<file path="src/rtl/spi_port_pkg.sv">
package spi_port_pkg;

    localparam int DATA_W  = 8;
    localparam int EDGES   = 2 * DATA_W;
    localparam int TMR_W   = 7;

    localparam logic [1:0] ADDR_CTRL = 2'd0;
    localparam logic [1:0] ADDR_STAT = 2'd1;
    localparam logic [1:0] ADDR_DATA = 2'd2;

    typedef enum logic [1:0] {
        MS_IDLE = 2'd0,
        MS_RUN  = 2'd1,
        MS_HOLD = 2'd2
    } mseq_state_t;

    typedef struct packed {
        logic       irq_en;
        logic       en;
        logic       lsb_first;
        logic       master;
        logic       cpol;
        logic       cpha;
        logic [1:0] rate;
    } ctrl_t;

    // Half SCK period in system clocks for each rate code.
    function automatic logic [TMR_W-1:0] half_cycles(input logic [1:0] rate);
        logic [TMR_W-1:0] h;
        unique case (rate)
            2'd0: h = TMR_W'(2);
            2'd1: h = TMR_W'(8);
            2'd2: h = TMR_W'(32);
            default: h = TMR_W'(64);
        endcase
        return h;
    endfunction

endpackage

</file>
<file path="src/rtl/spi_port_sync.sv">
module spi_port_sync #(
    parameter int           W       = 3,
    parameter logic [W-1:0] RST_VAL = {W{1'b1}}
) (
    input  logic         clk,
    input  logic         rst_n,
    input  logic [W-1:0] async_in,
    output logic [W-1:0] sync_out
);

    logic [W-1:0] stage_q;

    always_ff @(posedge clk or negedge rst_n) begin
        if (!rst_n) begin
            stage_q  <= RST_VAL;
            sync_out <= RST_VAL;
        end else begin
            stage_q  <= async_in;
            sync_out <= stage_q;
        end
    end

endmodule

</file>
<file path="src/rtl/spi_shifter.sv">
module spi_shifter #(
    parameter int W = 8
) (
    input  logic         clk,
    input  logic         rst_n,
    input  logic         clear,
    input  logic         load,
    input  logic [W-1:0] load_data,
    input  logic         edge_pulse,
    input  logic         lsb_first,
    input  logic         cpha,
    input  logic         sin,
    output logic         sout,
    output logic [W-1:0] rx_word,
    output logic         byte_done
);

    localparam int EDGES = 2 * W;
    localparam int IW    = $clog2(EDGES);

    logic [IW-1:0] idx_q;
    logic [W-1:0]  tx_q;
    logic [W-1:0]  rx_q;
    logic          sample_now;
    logic          shift_now;

    // Phase 0: even edge index samples. Phase 1: odd edge index samples.
    // Phase 1 skips the very first change edge: bit 0 is already on the line.
    assign sample_now = edge_pulse && (idx_q[0] == cpha);
    assign shift_now  = edge_pulse && (idx_q[0] != cpha) && !(cpha && (idx_q == '0));
    assign byte_done  = edge_pulse && (idx_q == IW'(EDGES - 1));
    assign sout       = lsb_first ? tx_q[0] : tx_q[W-1];

    always_comb begin
        rx_word = rx_q;
        if (sample_now) begin
            if (lsb_first) rx_word = {sin, rx_q[W-1:1]};
            else           rx_word = {rx_q[W-2:0], sin};
        end
    end

    always_ff @(posedge clk or negedge rst_n) begin
        if (!rst_n) begin
            idx_q <= '0;
            tx_q  <= '0;
            rx_q  <= '0;
        end else begin
            rx_q <= rx_word;
            if (load) begin
                tx_q  <= load_data;
                idx_q <= '0;
            end else begin
                if (clear)           idx_q <= '0;
                else if (edge_pulse) idx_q <= idx_q + 1'b1;
                if (shift_now) begin
                    if (lsb_first) tx_q <= {1'b0, tx_q[W-1:1]};
                    else           tx_q <= {tx_q[W-2:0], 1'b0};
                end
            end
        end
    end

endmodule

</file>
<file path="src/rtl/spi_master_seq.sv">
module spi_master_seq
    import spi_port_pkg::*;
#(
    parameter int TW = TMR_W
) (
    input  logic          clk,
    input  logic          rst_n,
    input  logic          start,
    input  logic          abort,
    input  logic [TW-1:0] half_len,
    input  logic          last_edge,
    output logic          edge_pulse,
    output logic          sck_phase,
    output logic          busy
);

    mseq_state_t   state_q, state_d;
    logic [TW-1:0] timer_q;
    logic          timer_hit;

    assign timer_hit = (timer_q == half_len - TW'(1));

    // Next-state logic
    always_comb begin
        state_d = state_q;
        unique case (state_q)
            MS_IDLE: if (start && !abort) state_d = MS_RUN;
            MS_RUN: begin
                if (abort)                        state_d = MS_IDLE;
                else if (edge_pulse && last_edge) state_d = MS_HOLD;
            end
            MS_HOLD: begin
                if (abort || timer_hit) state_d = MS_IDLE;
            end
            default: state_d = MS_IDLE;
        endcase
    end

    // State register
    always_ff @(posedge clk or negedge rst_n) begin
        if (!rst_n) state_q <= MS_IDLE;
        else        state_q <= state_d;
    end

    // Outputs
    always_comb begin
        busy       = (state_q != MS_IDLE);
        edge_pulse = (state_q == MS_RUN) && timer_hit && !abort;
    end

    always_ff @(posedge clk or negedge rst_n) begin
        if (!rst_n) begin
            timer_q   <= '0;
            sck_phase <= 1'b0;
        end else begin
            if (state_d != state_q || timer_hit || state_q == MS_IDLE) timer_q <= '0;
            else                                                       timer_q <= timer_q + TW'(1);
            if (state_d == MS_IDLE) sck_phase <= 1'b0;
            else if (edge_pulse)    sck_phase <= ~sck_phase;
        end
    end

endmodule

</file>
<file path="src/rtl/spi_port.sv">
module spi_port
    import spi_port_pkg::*;
#(
    parameter int DW = DATA_W
) (
    input  logic          clk,
    input  logic          rst_n,
    input  logic [1:0]    reg_addr,
    input  logic          reg_wr,
    input  logic          reg_rd,
    input  logic [DW-1:0] reg_wdata,
    output logic [DW-1:0] reg_rdata,
    input  logic          gie,
    input  logic          ss_is_input,
    input  logic          sck_i,
    output logic          sck_o,
    output logic          sck_oe,
    input  logic          mosi_i,
    output logic          mosi_o,
    output logic          mosi_oe,
    input  logic          miso_i,
    output logic          miso_o,
    output logic          miso_oe,
    input  logic          ss_n_i,
    output logic          irq
);

    ctrl_t         ctrl_q;
    logic          flag_q;
    logic          arm_q;
    logic [DW-1:0] rdbuf_q;
    logic          sck_prev_q;

    logic          sck_s, mosi_s, ss_s;
    logic          wr_ctrl, wr_data, rd_stat, data_acc;
    logic          is_master, mode_fault, slave_active;
    logic          m_start, m_abort, m_edge, m_phase, m_busy;
    logic          s_edge, s_load;
    logic          sh_edge, sh_load, sh_clear, sh_sin, sh_sout, sh_done;
    logic [DW-1:0] sh_rx;

    spi_port_sync #(.W(3), .RST_VAL(3'b111)) u_sync (
        .clk      (clk),
        .rst_n    (rst_n),
        .async_in ({sck_i, mosi_i, ss_n_i}),
        .sync_out ({sck_s, mosi_s, ss_s})
    );

    assign wr_ctrl  = reg_wr && (reg_addr == ADDR_CTRL);
    assign wr_data  = reg_wr && (reg_addr == ADDR_DATA);
    assign rd_stat  = reg_rd && (reg_addr == ADDR_STAT);
    assign data_acc = (reg_wr || reg_rd) && (reg_addr == ADDR_DATA);

    assign is_master    = ctrl_q.en && ctrl_q.master;
    assign mode_fault   = is_master && ss_is_input && !ss_s;
    assign slave_active = ctrl_q.en && !ctrl_q.master && !ss_s;

    assign m_start  = is_master && wr_data && !m_busy;
    assign m_abort  = !is_master || mode_fault;
    assign s_edge   = slave_active && (sck_s != sck_prev_q);
    assign s_load   = !ctrl_q.master && ss_s && wr_data;

    assign sh_load  = m_start || s_load;
    assign sh_clear = !(is_master || slave_active);
    assign sh_edge  = is_master ? m_edge : s_edge;
    assign sh_sin   = is_master ? miso_i : mosi_s;

    spi_master_seq #(.TW(TMR_W)) u_seq (
        .clk        (clk),
        .rst_n      (rst_n),
        .start      (m_start),
        .abort      (m_abort),
        .half_len   (half_cycles(ctrl_q.rate)),
        .last_edge  (sh_done),
        .edge_pulse (m_edge),
        .sck_phase  (m_phase),
        .busy       (m_busy)
    );

    spi_shifter #(.W(DW)) u_shift (
        .clk        (clk),
        .rst_n      (rst_n),
        .clear      (sh_clear),
        .load       (sh_load),
        .load_data  (reg_wdata),
        .edge_pulse (sh_edge),
        .lsb_first  (ctrl_q.lsb_first),
        .cpha       (ctrl_q.cpha),
        .sin        (sh_sin),
        .sout       (sh_sout),
        .rx_word    (sh_rx),
        .byte_done  (sh_done)
    );

    always_ff @(posedge clk or negedge rst_n) begin
        if (!rst_n) begin
            ctrl_q     <= '0;
            flag_q     <= 1'b0;
            arm_q      <= 1'b0;
            rdbuf_q    <= '0;
            sck_prev_q <= 1'b1;
        end else begin
            sck_prev_q <= sck_s;
            if (wr_ctrl)    ctrl_q        <= ctrl_t'(reg_wdata[7:0]);
            if (mode_fault) ctrl_q.master <= 1'b0;
            if (sh_done)    rdbuf_q       <= sh_rx;
            if (sh_done || mode_fault)    flag_q <= 1'b1;
            else if (arm_q && data_acc)   flag_q <= 1'b0;
            if (rd_stat && flag_q) arm_q <= 1'b1;
            else if (data_acc)     arm_q <= 1'b0;
        end
    end

    always_comb begin
        case (reg_addr)
            ADDR_CTRL: reg_rdata = DW'(ctrl_q);
            ADDR_STAT: reg_rdata = DW'({flag_q, 7'b0});
            ADDR_DATA: reg_rdata = rdbuf_q;
            default:   reg_rdata = '0;
        endcase
    end

    assign sck_o   = is_master ? (ctrl_q.cpol ^ m_phase) : ctrl_q.cpol;
    assign sck_oe  = is_master;
    assign mosi_o  = sh_sout;
    assign mosi_oe = is_master;
    assign miso_o  = sh_sout;
    assign miso_oe = slave_active;
    assign irq     = flag_q && ctrl_q.irq_en && gie;

endmodule

</file>
<file path="config.mk">
export PLATFORM = sky130hd
export DESIGN_NAME = spi_port
export DESIGN_NICKNAME = d
export VERILOG_FILES = /design/src/rtl/spi_port_pkg.sv /design/src/rtl/spi_port_sync.sv /design/src/rtl/spi_shifter.sv /design/src/rtl/spi_master_seq.sv /design/src/rtl/spi_port.sv
export SDC_FILE = /design/constraint.sdc
export NUM_CORES = 1
export LEC_CHECK = 0
export BUFFER_PORTS_ARGS = -buffer_cell sky130_fd_sc_hd__clkbuf_2
export CORE_ASPECT_RATIO = 1.4
export CORE_UTILIZATION = 55
export DETAILED_ROUTE_END_ITERATION = 8
export PLACE_DENSITY = 0.76
export SYNTH_ARGS = -nofsm -noshare
export SYNTH_HDL_FRONTEND = slang
export SYNTH_SLANG_ARGS = --single-unit
</file>
<file path="constraint.sdc">
create_clock -name clk -period 2.8 [get_ports clk]
set_input_delay 0.56 -clock clk [delete_from_list [all_inputs] [get_ports clk]]
set_output_delay 0.56 -clock clk [all_outputs]
set_load 0.02 [all_outputs]
</file>
== After elaboration in Yosys (flattened, before gate mapping) ==
Index checks and enable logic that the tools add are counted.

* Add/subtract/negate cells: 3
* Equal/unequal tests: 13
* Muxes and demuxes: 28
* Bitwise gates (word level): 2
* Reduce and logical (&&, ||, !) cells: 52

{| class="wikitable"
|+ Operator list
! kind !! number
|-
| $mux W8 || 5
|-
| $logic_and A1 B1 Y1 || 27
|-
| $pmux W8 S3 || 1
|-
| $pmux W7 S3 || 1
|-
| $mux W4 || 3
|-
| $reduce_bool A2 Y1 || 6
|-
| $mux W1 || 11
|-
| $logic_not A2 Y1 || 4
|-
| $logic_or A1 B1 Y1 || 8
|-
| $mux W2 || 4
|-
| $add A7 B1 Y7 const B || 1
|-
| $eq A7 B7 Y1 || 1
|-
| $mux W7 || 1
|-
| $sub A7 B1 Y7 const B || 1
|-
| $eq A2 B1 Y1 const B || 3
|-
| $eq A2 B2 Y1 const B || 3
|-
| $logic_not A1 Y1 || 6
|-
| $pmux W2 S3 || 1
|-
| $mux W5 || 1
|-
| $add A4 B1 Y4 const B || 1
|-
| $eq A4 B4 Y1 const B || 1
|-
| $logic_not A4 Y1 || 1
|-
| $ne A3 B2 Y1 const B || 1
|-
| $ne A1 B1 Y1 || 2
|-
| other kinds (4) || 4
|}

* Flip-flop bits (word level): 55
* Bits of input ports: 20
* Output and inout port bits: 15
* Word-level logic and storage cells: 117

== Logic depth before layout (Yosys ltp) ==
* Word-level depth: 16
* Gate-level depth with buffers: 7
* Depth with buffers taken out: 7

== Modules after synthesis ==
From an unflattened synthesis, not the netlist that was laid out.

* Cell total of the unflattened synthesis: 288
* Area, all modules: 3163.0 µm²

{| class="wikitable"
|+ Modules (own cells, without submodules)
! module !! times used !! cells an instance !! area an instance (µm²) !! seq. area each (µm²)
|-
| spi_shifter || 1 || 110 || 1207.4 || 500.5
|-
| spi_port || 1 || 89 || 1026.0 || 476.7
|-
| spi_master_seq || 1 || 83 || 772.0 || 250.2
|-
| spi_port_sync || 1 || 6 || 157.7 || 157.7
|}

== Worst setup path before layout ==
No wires, ideal clock.

* Path type: register to register
* From: register ctrl_q[0] (netlist bit)
* To: register rdbuf_q[0]
* Library setup time: 0.125 ns
* Arrival time: 1.998 ns
* Setup slack: 0.677 ns
* Stages on the path, launching flop included: 7
* Path buffers: 1
* Period minus slack after synthesis: 2.123 ns
* Cell sequence: dfrtp_1 or3_4 a2111oi_4 o2111ai_2 a21o_1 buf_6 mux2_4

* Longest elaborated chain between the ends: 9
* Elaborated cells between the ends (all ways): 12

{| class="wikitable"
|+ Ends and longest elaborated chain
! what !! line !! source
|-
| start: declaration || spi_port.sv:28 || <nowiki>ctrl_t ctrl_q;</nowiki>
|-
| start signal: assignment || spi_port.sv:104 || <nowiki>if (wr_ctrl) ctrl_q <= ctrl_t'(reg_wdata[7:0]);</nowiki>
|-
| $eq A2 B2 Y1 (tied with other cells) || spi_port_pkg.sv:30 || <nowiki>unique case (rate)</nowiki>
|-
| $pmux W7 S3 * || spi_port_pkg.sv:30 ||
|-
| $sub A7 B1 Y7 * || spi_master_seq.sv:21 || <nowiki>assign timer_hit = (timer_q == half_len - TW'(1));</nowiki>
|-
| $eq A7 B7 Y1 * || spi_master_seq.sv:21 ||
|-
| $logic_and A1 B1 Y1 * (2 in a row) || spi_master_seq.sv:48 || <nowiki>edge_pulse = (state_q == MS_RUN) && timer_hit && !abort;</nowiki>
|-
| $mux W1 * || spi_port.sv:65 || <nowiki>assign sh_edge = is_master ? m_edge : s_edge;</nowiki>
|-
| $logic_and A1 B1 Y1 || spi_shifter.sv:29 || <nowiki>assign sample_now = edge_pulse && (idx_q[0] == cpha);</nowiki>
|-
| $mux W8 || spi_shifter.sv:36 || <nowiki>if (sample_now) begin</nowiki>
|-
| end signal: assignment || spi_port.sv:106 || <nowiki>if (sh_done) rdbuf_q <= sh_rx;</nowiki>
|-
| end: declaration || spi_port.sv:31 || <nowiki>logic [DW-1:0] rdbuf_q;</nowiki>
|}

Every way passes the cells marked *; elsewhere a longest branch is shown, timed or not.
A chain may end at the register's enable or synchronous reset.

== Worst setup path after layout ==
* From: register ctrl_q[0] (netlist bit)
* To: register rdbuf_q[1]

Same word-level chain as after synthesis.

==> results.md <==
Status:
- The flow ran to the end, and the final reports show no timing, DRC or antenna violations.

Clock tree:
- For this design, the sink count on the clock tree is 55.
- The clock tree from TritonCTS is yes.
- Clock tree synthesis inserted a total of 5 buffers.
- Clock-pin slew was measured on the worst setup and hold paths at 100 ps.
- In this run the deepest clock path goes through 2 buffers.
- In this run the clock root is driven by a sky130_fd_sc_hd__clkbuf_8.
- After clock tree synthesis, the flow added hold-fix buffers numbering 0.
- The post-CTS setup buffer count is 0.
- The number of gates resized after CTS was 0.
- The clock insertion delay at the later pin of the skew report is 320 ps.
- The H-tree generated during clock tree synthesis spans 2 levels.

Detailed routing:
- After detailed routing, the number of remaining DRC violations is 0.
- The number of design-rule violations left by the first detailed-router iteration is 135.
- The antenna violation net count after detailed routing is 0.
- In the routed layout, each cell is associated on average with a via count of 5.96.
- The routed wire length is 6.20 mm.
- The overall via count from detail_route is 2,224.
- After detailed routing, the average wire length per cell comes to 16.6 µm.
- The iteration count of the initial detailed-routing pass is 4.

Cells and area:
- For this run, the post-layout net count is 329.
- The relative area change from synthesis to final layout is 11.1%.
- The post-layout instance count excluding filler cells is 373.
- In the final layout, the share of cells above drive strength 1 is 35.2%.
- The number of antenna diodes in the final layout is 0.
- The filler cells instantiated in the layout total between 400 and 500.
- In the final layout, the multi-input gates occupy 1540 µm².
- The area taken by flip-flops and latches is 1390 µm².

GRT:
- The number of global-route vias before repair is 2,222.
- The pin count of the biggest net entering global routing is 26.
- The total routing resource utilization after global routing is a little under a quarter.
- The initial antenna violation count is 0.
- The total overflow reported by the global router is 0.
- The first global-routing pass estimated 10.5 mm of wire.

Synthesis:
- The number of flops mapped to enable cells by yosys is 0.
- The netlist uses 49 different library cells.
- Synthesis produced a netlist with a net count of between 200 and 300.
- Among all flip-flop cells after synthesis, the most frequent one is sky130_fd_sc_hd__dfrtp_1.
- The mean post-synth cell area is around 11 µm².
- Of all flip-flops after synthesis, the portion carrying an async set or reset was 100%.
- Synthesis inferred 55 register bits.
- For this run, the number of Yosys warnings is 0.
- In this run the cell area of the synthesized design comes to 3030 µm².
- Of the synthesized area, sequential elements account for a little under half.
- Synthesis produced 269 cells.

Floorplanning:
- The number of placement rows is 31.
- Pin placement for this block handled 35 I/O pins.
- The die span in x is 64.8 µm.
- Once the floorplan was initialized, standard cells occupied 57.9% of the core.
- The area of the placeable core is 5240 µm².
- The floorplan step defined a die boundary enclosing 5820 µm².
- Measured along the y axis, the die boundary spans 89.9 µm.

Job:
- The number of max-cap violations is 0.

Worst setup path:
- On the worst path, the slowest cell contributes a delay of 430 ps.
- The most critical setup path has its endpoint at rdbuf_q[1]$_DFFE_PN0P_.
- Counting cells, the worst reg-to-reg path comes to 5.
- The largest fanout on the critical path is 9.
- On the critical path, the stage with the largest delay is an instance of sky130_fd_sc_hd__dfrtp_1.
- In this run the number of cells on the critical path is 5.
- The register-to-register setup slack is 450 ps.
- Walking the worst path, the cells encountered are or3_4 > a2111oi_4 > o2111ai_2 > a21o_1 > mux2_4.
- STA classifies the critical path endpoint as a flop.
- In this run the worst setup path begins at ctrl_q[0]$_DFFE_PN0P_.
- Grouping stages by cell kind, the critical path spends the most delay in compound AO/OA/AOI/OAI gates.
- The worst setup path is launched from a flop.
- The worst register-to-register path ends at rdbuf_q[1]$_DFFE_PN0P_.
- The number of buffers and inverters on the critical path is 0.
- The data required time of the critical path is 3010 ps.
- The signal arrival time at the worst endpoint is approximately 2600 ps.
- The launch point of the worst reg-to-reg path is ctrl_q[0]$_DFFE_PN0P_.
- The path type of the worst setup path is flop to flop.

Pwr:
- The maximum VDD drop is about 0.44 mV.
- The leakage power figure is 1.59 nW.
- The cell-internal power is 1.37 mW.
- The combinational cell fraction of total power is 26.7%.
- The relative contribution of sequential cells to total power is approximately half.
- Power spread over the standard cell area amounts to between 600 and 700 nW/µm².
- The switching share of power is 32.5%.
- The switching power is 0.657 mW.
- The share of power burned in the clock network is 22.4%.

STA:
- The number of max-slew violations in the final report is 0.
- On the final layout, the worst clock skew is 8.71 ps.
- The setup total negative slack is 0 ps.
- Measured against its own limit, the worst slew margin works out to a little over half.
- For the pin with the worst max-slew slack, the measured transition is around 680 ps.
- Setup repair after global routing left no endpoint under its margin.
- The routed design could run at a clock period as short as 2350 ps.
- The final hold violation count is 0.
- Setup violations remaining at the end of the flow were counted as 0.
- Static timing analysis puts the maximum clock frequency at 426 MHz.
- The share of the cycle needed by the critical path after routing is 83.9%.

Placement:
- Routability-driven placement finished with a final weighted congestion of 0.845.
- In this run the tool buffered the top-level ports with 34 buffer cells.
- The wire-length estimate of the detail-placed layout is approximately 4.6 mm.
- Counting tap cells, the placed design contains a total of about 370 instances.

Worst hold path:
- The tightest min-delay check is of the input pin to asynchronous set/reset pin type.
state kept, by name, summed over array words and instances, names as in the netlist:
signal	cells
u_shift.tx_q	8
u_shift.idx_q	4
u_sync.stage_q	3
sck_prev_q	1
rdbuf_q	8
u_seq.state_q	2
u_seq.timer_q	7
u_shift.rx_q	8
arm_q	1
u_sync.sync_out	3
ctrl_q	8
flag_q	1
u_seq.sck_phase	1
stage by stage:
step | utilization (%) | setup slack, ps | instance area [µm²] | total power [mW] | hold slack (ps)
floorplan | - | 677 | 3030 | 1.42 | 264
global placement | 62.6 | 527 | 3280 | 1.57 | 345
detailed placement | 62.6 | 456 | 3280 | 1.59 | 348
CTS | 64.4 | 441 | 3370 | 2.04 | 259
global route | 64.4 | 286 | 3370 | 2.13 | 278
finish | 64.4 | 451 | 3370 | 2.02 | 232
layer usage:
layer	routed length, µm	up-vias	GRT usage [%]
li1	-	1050	-
met1	2690	1103	29.2
met2	3180	56	40.8
met3	199	15	4.06
met4	134	0	6.48
met5	0	-	0
power groups by stage:
| stage | registers (mW) | clock network (mW) | logic, mW |
|---|---|---|---|
| 6_report | 1.03 | 0.453 | 0.540 |
| 5_1_grt | 1.05 | 0.496 | 0.589 |
| 4_1_cts | 1.03 | 0.463 | 0.545 |
| 3_5_place_dp | 1.04 | 0 | 0.542 |
| 3_3_place_gp | 1.04 | 0 | 0.531 |
| 2_1_floorplan | 0.997 | 0 | 0.425 |
layout make-up:
cell class	count	share of cell area [%]
clock buffer	5	2.04
clock inverter	3	0.742
inverter	10	1.11
multi-input combinational	192	45.7
sequential	55	41.1
tap	66	2.45
timing repair buffer	42	6.83
layout by cell type (no fill, tap or decap), types with 4 or more instances in the layout:
| cell | Yosys | routed |
|---|---|---|
| sky130_fd_sc_hd__a21oi_1 | 5 | 5 |
| sky130_fd_sc_hd__and3_1 | 4 | 4 |
| sky130_fd_sc_hd__buf_4 | 2 | 8 |
| sky130_fd_sc_hd__clkbuf_2 | 0 | 34 |
| sky130_fd_sc_hd__clkbuf_8 | 0 | 5 |
| sky130_fd_sc_hd__dfrtp_1 | 48 | 48 |
| sky130_fd_sc_hd__dfstp_2 | 7 | 7 |
| sky130_fd_sc_hd__inv_1 | 10 | 10 |
| sky130_fd_sc_hd__mux2_2 | 29 | 29 |
| sky130_fd_sc_hd__mux2_4 | 16 | 16 |
| sky130_fd_sc_hd__mux2i_1 | 10 | 10 |
| sky130_fd_sc_hd__nand2_1 | 28 | 28 |
| sky130_fd_sc_hd__nand3_1 | 7 | 7 |
| sky130_fd_sc_hd__nand4_1 | 4 | 4 |
| sky130_fd_sc_hd__nor2_1 | 16 | 16 |
| sky130_fd_sc_hd__o2111ai_1 | 9 | 9 |
| sky130_fd_sc_hd__o211ai_1 | 10 | 10 |
| sky130_fd_sc_hd__o21ai_0 | 7 | 7 |
| sky130_fd_sc_hd__xor2_1 | 6 | 6 |
worst min-delay path by stage:
stage,to,depth (start not counted)
after global routing,u_shift.tx_q[3]$_DFFE_PN0P_,1
after global placement,u_sync.sync_out[1]$_DFF_PN1_,0
after detailed placement,u_sync.sync_out[1]$_DFF_PN1_,0
after CTS,u_shift.tx_q[3]$_DFFE_PN0P_,1
final,u_shift.tx_q[3]$_DFFE_PN0P_,1
after floorplan,arm_q$_DFFE_PN0P_,0
cell usage after synthesis, types with 2 or more instances:
cell                        instances  area share, %
sky130_fd_sc_hd__a21o_1             3           0.74
sky130_fd_sc_hd__a21oi_1            5           0.82
sky130_fd_sc_hd__and2_1             2           0.41
sky130_fd_sc_hd__and3_1             4           0.82
sky130_fd_sc_hd__buf_4              2           0.49
sky130_fd_sc_hd__buf_6              2           0.74
sky130_fd_sc_hd__clkbuf_1           6           0.74
sky130_fd_sc_hd__dfrtp_1           48             40
sky130_fd_sc_hd__dfstp_2            7            6.1
sky130_fd_sc_hd__ha_1               3            1.2
sky130_fd_sc_hd__inv_1             10            1.2
sky130_fd_sc_hd__mux2_2            29             11
sky130_fd_sc_hd__mux2_4            16            7.9
sky130_fd_sc_hd__mux2i_1           10            3.3
sky130_fd_sc_hd__nand2_1           28            3.5
sky130_fd_sc_hd__nand2b_1           3           0.62
sky130_fd_sc_hd__nand3_1            7            1.2
sky130_fd_sc_hd__nand4_1            4           0.82
sky130_fd_sc_hd__nor2_1            16            2.0
sky130_fd_sc_hd__nor2b_1            2           0.41
sky130_fd_sc_hd__nor3_1             2           0.33
sky130_fd_sc_hd__nor3b_1            2           0.49
sky130_fd_sc_hd__o2111ai_1          9            2.6
sky130_fd_sc_hd__o211ai_1          10            2.5
sky130_fd_sc_hd__o21ai_0            7            1.2
sky130_fd_sc_hd__o21ai_1            2           0.33
sky130_fd_sc_hd__xnor2_1            3           0.87
sky130_fd_sc_hd__xor2_1             6            1.7
worst register-to-register path, cell delays in order, from the launching register on:
cell	delay [ps]
sky130_fd_sc_hd__dfrtp_1	430
sky130_fd_sc_hd__or3_4	420
sky130_fd_sc_hd__a2111oi_4	360
sky130_fd_sc_hd__o2111ai_2	260
sky130_fd_sc_hd__a21o_1	420
sky130_fd_sc_hd__mux2_4	360
cells by family after synthesis:
group	Yosys count	synth area share, %
AND/OR/NAND/NOR	77	12.5
multiplexers	55	22.0
flip-flops	55	45.7
adder cells (fa/ha/maj)	3	1.24
buffers and inverters	22	3.51
AO/OA/AOI/OAI	48	12.5
XOR/XNOR	9	2.60
No activity file was read; power rests on OpenSTA's default activity.
